==> config.mk <==
export PLATFORM = sky130hd
export DESIGN_NAME = ipv4_hdr_check
export DESIGN_NICKNAME = d
export VERILOG_FILES = /design/src/rtl/ipv4_hdr_check.sv
export SDC_FILE = /design/constraint.sdc
export NUM_CORES = 1
export LEC_CHECK = 0
export ABC_AREA = 1
export BUFFER_PORTS_ARGS = -buffer_cell sky130_fd_sc_hd__buf_2
export CORE_MARGIN = 5
export CORE_UTILIZATION = 34
export DETAILED_ROUTE_END_ITERATION = 10
export PLACE_DENSITY = 0.62
export SYNTH_ARGS = -nofsm -noshare
export SYNTH_HDL_FRONTEND = slang
export SYNTH_SLANG_ARGS = --single-unit
==> constraint.sdc <==
create_clock -name clk -period 14.3 [get_ports clk]
set_clock_uncertainty 0.1 [all_clocks]
set_input_delay 2.145 -clock clk [delete_from_list [all_inputs] [get_ports clk]]
set_output_delay 2.145 -clock clk [all_outputs]
set_load 0.03 [all_outputs]
==> src/rtl/ipv4_hdr_check.sv <==
module ipv4_hdr_check #(
  parameter int MAX_WORDS = 15
) (
  input  logic        clk,
  input  logic        rst_n,
  input  logic        in_valid,
  input  logic [31:0] in_data,
  input  logic        in_last,
  output logic        fwd,
  output logic        drop,
  output logic [7:0]  new_ttl,
  output logic [15:0] new_csum,
  output logic [31:0] dst_addr,
  output logic        dst_valid,
  output logic        keep_valid,
  output logic [31:0] keep_data
);
  localparam int IDX_W = $clog2(MAX_WORDS + 1);
  localparam logic [IDX_W-1:0] IDX_SAT = IDX_W'(MAX_WORDS);
  localparam logic [IDX_W-1:0] IDX_TTL = IDX_W'(2);
  localparam logic [IDX_W-1:0] IDX_DST = IDX_W'(4);

  function automatic logic [15:0] oc_add(input logic [15:0] a, input logic [15:0] b);
    logic [16:0] s;
    s = {1'b0, a} + {1'b0, b};
    return s[15:0] + {15'd0, s[16]};
  endfunction

  logic [IDX_W-1:0] idx;
  logic [15:0]      acc;
  logic             bad;
  logic [3:0]       len_q;

  wire [3:0]  ver    = in_data[31:28];
  wire [3:0]  len_in = in_data[27:24];
  wire [7:0]  ttl    = in_data[31:24];
  wire        first  = (idx == '0);
  wire        over   = (idx == IDX_SAT);
  wire [15:0] sum_now = oc_add(oc_add(acc, in_data[31:16]), in_data[15:0]);

  wire word_bad = (first && (ver != 4'd4 || len_in < 4'd5)) ||
                  (idx == IDX_TTL && ttl <= 8'd1) || over;

  wire [3:0]     len_used = first ? len_in : len_q;
  wire [IDX_W:0] count    = {1'b0, idx} + 1'b1;
  wire           fail_now = bad || word_bad || (sum_now != 16'hFFFF) ||
                            (count != (IDX_W+1)'(len_used));

  always_ff @(posedge clk) begin
    if (!rst_n) begin
      idx        <= '0;
      acc        <= '0;
      bad        <= 1'b0;
      len_q      <= '0;
      fwd        <= 1'b0;
      drop       <= 1'b0;
      new_ttl    <= '0;
      new_csum   <= '0;
      dst_addr   <= '0;
      dst_valid  <= 1'b0;
      keep_valid <= 1'b0;
      keep_data  <= '0;
    end else begin
      fwd        <= 1'b0;
      drop       <= 1'b0;
      dst_valid  <= 1'b0;
      keep_valid <= 1'b0;
      if (in_valid) begin
        if (idx == IDX_TTL) begin
          new_ttl  <= ttl - 8'd1;
          new_csum <= oc_add(in_data[15:0], 16'h0100);
        end else begin
          keep_valid <= 1'b1;
          keep_data  <= in_data;
        end
        if (idx == IDX_DST) begin
          dst_addr  <= in_data;
          dst_valid <= 1'b1;
        end
        if (first) len_q <= len_in;
        if (in_last) begin
          fwd  <= !fail_now;
          drop <= fail_now;
          idx  <= '0;
          acc  <= '0;
          bad  <= 1'b0;
        end else begin
          acc <= sum_now;
          bad <= bad || word_bad;
          if (!over) idx <= idx + 1'b1;
        end
      end
    end
  end

  assert_one_verdict_R8: assert property (@(posedge clk) disable iff (!rst_n)
    !(fwd && drop)) else $error("fwd and drop together");

  assert_verdict_after_last_R8: assert property (@(posedge clk) disable iff (!rst_n)
    (in_valid && in_last) |=> (fwd ^ drop)) else $error("no verdict after last word");

  assert_verdict_only_on_last_R8: assert property (@(posedge clk) disable iff (!rst_n)
    (fwd || drop) |-> $past(in_valid && in_last)) else $error("stray verdict");

  assert_version_drop_R2: assert property (@(posedge clk) disable iff (!rst_n)
    (in_valid && in_last && first && ver != 4'd4) |=> drop) else $error("bad version forwarded");

  assert_fwd_ttl_live_R4: assert property (@(posedge clk) disable iff (!rst_n)
    fwd |-> (new_ttl != 8'd0)) else $error("forwarded with dead ttl");

  assert_ttl_hold_R4: assert property (@(posedge clk) disable iff (!rst_n)
    !(in_valid && idx == IDX_TTL) |=> $stable(new_ttl) && $stable(new_csum))
    else $error("ttl or checksum changed outside word 2");

  assert_dst_pulse_R7: assert property (@(posedge clk) disable iff (!rst_n)
    dst_valid |=> !dst_valid) else $error("dst strobe longer than one cycle");
endmodule

# [After elaboration in Yosys (flattened, before gate mapping)]
# Index checks and enable logic that the tools add are counted.
[op_classes] n_addsub=9 n_lt_le_gt_ge=2 n_eq_ne=7 n_mux=7 bitwise=1 reduce_logical=16
[op_table] operator="adder 16 x 1 -> 16 bit" n=3
[op_table] operator="adder 16 x 16 -> 17 bit" n=2
[op_table] operator="adder 16 x 9 -> 17 bit, second input constant" n=1
[op_table] operator="2-to-1 mux 16 bit" n=1
[op_table] operator="inequality test 16 bit, second input constant" n=1
[op_table] operator="2-to-1 mux 4 bit" n=3
[op_table] operator="AND reduction 2 bit" n=5
[op_table] operator="<= comparator 8 x 1 -> 1 bit, second input constant" n=1
[op_table] operator="subtractor 8 x 1 -> 8 bit, second input constant" n=1
[op_table] operator="logical OR 1 bit" n=6
[op_table] operator="adder 4 x 1 -> 5 bit, second input constant" n=1
[op_table] operator="inequality test 5 x 4 -> 1 bit" n=1
[op_table] operator="adder 4 x 1 -> 4 bit, second input constant" n=1
[op_table] operator="== test 4 x 2 -> 1 bit, second input constant" n=1
[op_table] operator="== test 4 x 3 -> 1 bit, second input constant" n=1
[op_table] operator="== test 4 bit, second input constant" n=1
[op_table] operator="logical NOT 4 bit" n=1
[op_table] operator="less-than comparator 4 x 3 -> 1 bit, second input constant" n=1
[op_table] operator="inequality test 4 x 3 -> 1 bit, second input constant" n=1
[op_table] operator="2-to-1 mux 1 bit" n=3
[op_table] operator="AND reduction 3 bit" n=1
[op_table] operator="logical AND 1 bit" n=2
[op_table] operator="inequality test 2 bit, second input constant" n=1
[op_table] operator="logical NOT 1 bit" n=1
[op_table] operator="inverter 1 bit" n=1
[word_totals] regBits=117 inputBits=36 output_inout_bits=92 word_cells=54

# [Depth between registers and ports, before layout]
[logic_depth] depth_word=9 ltp_mapped=50 depth_no_buf=50

# [Worst setup path before layout]
# No wires, ideal clock.
[synth_timing] path_type="input to register" start="in in_data[16]" end="reg drop" setup_ns=0.109 arrival_ns=7.207 required_time_ns=14.091 slack_ns=6.885 path_stages=48 n_path_buf=0 path_cell_list="ha_1 -> inv_1 -> fa_1 -> inv_1 -> nand3_1 -> nand2_1 -> nand3_1 -> nand3_1 -> nand3_1 -> nand2_1 -> a21oi_1 -> o21bai_1 -> ha_1 -> nand2_1 -> nor2_1 -> nand2_1 -> nor3_2 -> nand2_1 -> (+12 left out) -> ha_1 -> nand2_1 -> inv_1 -> nand3_4 -> clkinv_2 -> nand3_4 -> nor2_8 -> nand3_4 -> nor2_4 -> nand2_2 -> nor2_2 -> nand2_1 -> nand2_2 -> nand2_2 -> nor2_1 -> nand3_1 -> nand2_1 -> inv_1"
[synth_between] elab_chain_cells=7
[synth_rtl] element="start: declaration" line_no="7" text="input logic [31:0] in_data,"
[synth_rtl] element="adder 16 x 16 -> 17 bit" line_no="25" text="s = {1'b0, a} + {1'b0, b};"
[synth_rtl] element="adder 16 x 1 -> 16 bit" line_no="26" text="return s[15:0] + {15'd0, s[16]};"
[synth_rtl] element="adder 16 x 16 -> 17 bit" line_no="25"
[synth_rtl] element="adder 16 x 1 -> 16 bit" line_no="26"
[synth_rtl] element="inequality test 16 bit" line_no="46" text="wire fail_now = bad || word_bad || (sum_now != 16'hFFFF) ||"
[synth_rtl] element="logical OR 1 bit (2 in a row)" line_no="46"
[synth_rtl] element="end signal: assignment" line_no="83" text="drop <= fail_now;"
[synth_rtl] element="end: declaration" line_no="10" text="output logic drop,"
# No other way between the ends.
# A chain may end at the register's enable or synchronous reset.

# [Worst setup path after layout]
# Ends and elaborated chain as after synthesis.

==> parameters.txt <==
Parameter                              Value

Run status
  Result of the run    completed

Place
  Count of port buffers added during placement    127
  Cell count after placement    1,566
  Final weighted congestion of routability-driven global placement    0.940
  Post-DP HPWL    18,300 um

Detailed routing
  Number of vias in the routed layout    7,943
  Number of violations reported at the end of detailed-routing iteration 0    543
  Routed length per placed instance    15.0 um
  First drt pass iteration count    6
  Number of nets still failing antenna checks after routing    0
  Wire length reported by the detailed router    23,900 um
  DR vias/cell    4.97
  Number of remaining DRC errors    0

Clock tree
  Clock tree from TritonCTS    yes
  TritonCTS sink count    117
  Clock slew seen by the registers of the worst setup and hold paths    0.06 ns
  Clock root cell    sky130_fd_sc_hd__clkbuf_16
  CTS Hold Buffers Added    0
  Number of buffers created by CTS    17
  Number of levels in the clock H-tree    4
  Clk_lat worst skew    0.42 ns
  PostCTS Resize Cnt    0
  Number of buffers added for setup after CTS    0
  Buffers from clock root to sink, at most    2

STA
  Fin. max-slew vios    0
  Share of the clock period used by the worst path after layout    54.9%
  Total Negative Setup Slacks    0 ns
  Worst Tran Pin Value    0.826 ns
  Minimum clock period    7.85 ns
  Final setup vio count    0
  Normalized max-slew margin    44.9%
  Setup repair after global routing missed its margin    false
  Final Hold Fails    0
  Maximum clock frequency    127 MHz

Critical path
  Start-to-end type of the worst setup path    in -> reg
  Worst setup EP type    flop
  Logic depth of the worst setup path including buffers    49
  Internal reg-to-reg setup slack    8.00 ns
  Kind of launch point of the worst setup path    primary input
  Worst Reg-to-Reg Cells    48
  Buffers and inverters on the worst path    8
  Critical R2R Capture    drop$_SDFF_PN0_
  Critical path data required time    14.52 ns
  Delay contributed by the slowest stage of the critical path    0.38 ns
  Most Frequent Cell on Critical Path    sky130_fd_sc_hd__nand2_1
  Reg-to-reg startpoint    acc[0]$_SDFFE_PN0P_
  Cell class contributing the biggest share of worst-path delay    simple AND/OR/NAND/NOR gates
  Cell with the biggest individual delay on the critical path    sky130_fd_sc_hd__fa_1
  Signal arrival time at the worst endpoint    8.07 ns
  Maximum fanout count along the critical path    6

Hold path
  Endpoint of the worst hold path    bad$_SDFFE_PN0P_
  Class of the worst hold path    reg -> reg
  Hold wc startpoint    bad$_SDFFE_PN0P_
  Worst hold path stage count    2

Die
  Initial Util    34.2%
  Ports placed on the boundary    128
  Core region area    22,400 um2
  Die boundary height    160 um
  Overall die area    25,700 um2
  Die boundary width    160 um
  Placement Rows    55

Synthesis
  Number of different library cells in the post-synthesis netlist    45
  Flop and latch count out of synthesis    117
  Total standard cell area after synthesis    7670 um2
  Synth top area share    30.5%
  Register area share after synthesis    30.5%
  Cell type contributing the most total cell area after synthesis    sky130_fd_sc_hd__dfxtp_1
  Mapped Avg Cell Area    6.48 um2
  FFs w/ async S/R, synth    0%
  Top cells by area, synth    sky130_fd_sc_hd__dfxtp_1, sky130_fd_sc_hd__nand2_1, sky130_fd_sc_hd__nor2_1
  Number of enable-type register cells in the synthesized netlist    0
  Cell count after synthesis    1,183
  Synth warnings    0
  Primary flip-flop cell chosen by synthesis mapping    sky130_fd_sc_hd__dfxtp_1
  Commonest cells post-synth    sky130_fd_sc_hd__nand2_1, sky130_fd_sc_hd__nor2_1, sky130_fd_sc_hd__inv_1
  Library cell with the highest instance count after synthesis    sky130_fd_sc_hd__nand2_1
  Total nets after synthesis    1,267

GRT
  Wire length of the first global-routing pass    38,400 um
  Global-route congestion overflow total    0
  Largest net degree at the start of global routing    92
  Number of global-route vias before repair    7,570
  Gr usage total    18.2%
  Antenna violations before repair    0

Layout
  Diode count    0
  Post-layout utilization of the core    40.8%
  Post-synthesis to final-layout area growth    19.4%
  Final nets    1,384
  Fill cell instance count of the final layout    2,383
  Post-route non-filler standard cell count    1,598
  Fraction of layout cells with a size suffix above 1    16.5%

Power
  LEAKAGE    0.00483 uW
  Power density normalized to cell area    140 nW/um2
  Maximum vdd drop    85.3 uV

Job
  Max-capacitance violation count    0
==> cell type report <==
cell class	instances	area (um2)	share of cell area, %
tap	285	357	3.90
multi-input combinational	876	4620	50.5
inverter	156	587	6.41
clock inverter	15	146	1.60
clock buffer	17	425	4.65
timing repair buffer	132	673	7.35
sequential	117	2340	25.6
==> metal layers <==
layer  track usage, %  vias up  share of wire, %
met2             30.4      225                47
met4             6.69        0               2.8
met5                0        -                 0
met1             23.7     3624                46
met3             3.07       45               5.0
li1                 -     4049                 -
==> worst register-to-register path, delay by kind of cell, from the launching register on <==
| family | cells | cell delay [ns] |
|---|---|---|
| AOI/OAI and AO/OA | 4 | 0.50 |
| adders and majority gates | 5 | 1.34 |
| buffers and inverters | 7 | 0.49 |
| DFF | 1 | 0.35 |
| and+or+nand+nor | 32 | 3.39 |
==> report_power, final <==
part	leakage, uW	switching, uW	internal (uW)
clock network	0.000286	171	243
logic	0.00358	362	154
registers	0.000955	9.53	342
total	0.00483	542	740
==> worst max-delay path by stage <==
stage                      end  slack (ns)   startpoint
4_1_cts        drop$_SDFF_PN0_        6.49  in_data[16]
3_5_place_dp   drop$_SDFF_PN0_        6.11  in_data[16]
2_1_floorplan  drop$_SDFF_PN0_        6.88  in_data[16]
5_1_grt        drop$_SDFF_PN0_        5.62  in_data[16]
3_3_place_gp    fwd$_SDFF_PN0_        6.30  in_data[16]
6_report       drop$_SDFF_PN0_        6.45  in_data[16]
==> stage by stage <==
stage | total power [uW] | worst slack [ns] | hold WS (ns) | instance area [um2]
5_1_grt | 1370 | 5.62 | 0.409 | 9160
6_report | 1280 | 6.45 | 0.366 | 9160
2_1_floorplan | 738 | 6.88 | 0.345 | 7670
4_1_cts | 1290 | 6.49 | 0.368 | 9160
3_3_place_gp | 866 | 6.30 | 0.355 | 8580
3_5_place_dp | 868 | 6.11 | 0.359 | 8580
==> placed cells by master (no fill, tap or decap), types with 8 or more instances in the layout <==
cell / count
sky130_fd_sc_hd__a21oi_1: 81
sky130_fd_sc_hd__buf_2: 127
sky130_fd_sc_hd__ha_1: 46
sky130_fd_sc_hd__xnor2_1: 8
sky130_fd_sc_hd__nand3_1: 88
sky130_fd_sc_hd__inv_2: 10
sky130_fd_sc_hd__clkbuf_16: 17
sky130_fd_sc_hd__nor2_1: 154
sky130_fd_sc_hd__inv_1: 142
sky130_fd_sc_hd__nand2_2: 12
sky130_fd_sc_hd__nand4_1: 15
sky130_fd_sc_hd__dfxtp_1: 117
sky130_fd_sc_hd__nand2_1: 278
sky130_fd_sc_hd__o21ai_0: 96
sky130_fd_sc_hd__xor2_1: 25
==> cell families after synthesis <==
logic type | synth area share [%]
and+or+nand+nor | 34.1
xor gates and xnor gates | 3.98
AOI/OAI and AO/OA | 14.0
buffers and inverters | 9.35
DFF | 30.5
adders and majority gates | 8.03
==> state kept, by name, summed over array words and instances (netlist names), 4 cells and up <==
| signal | cells |
|---|---|
| acc | 16 |
| dst_addr | 32 |
| idx | 4 |
| keep_data | 32 |
| len_q | 4 |
| new_csum | 16 |
| new_ttl | 8 |
Power figures use the tool's default switching activity.
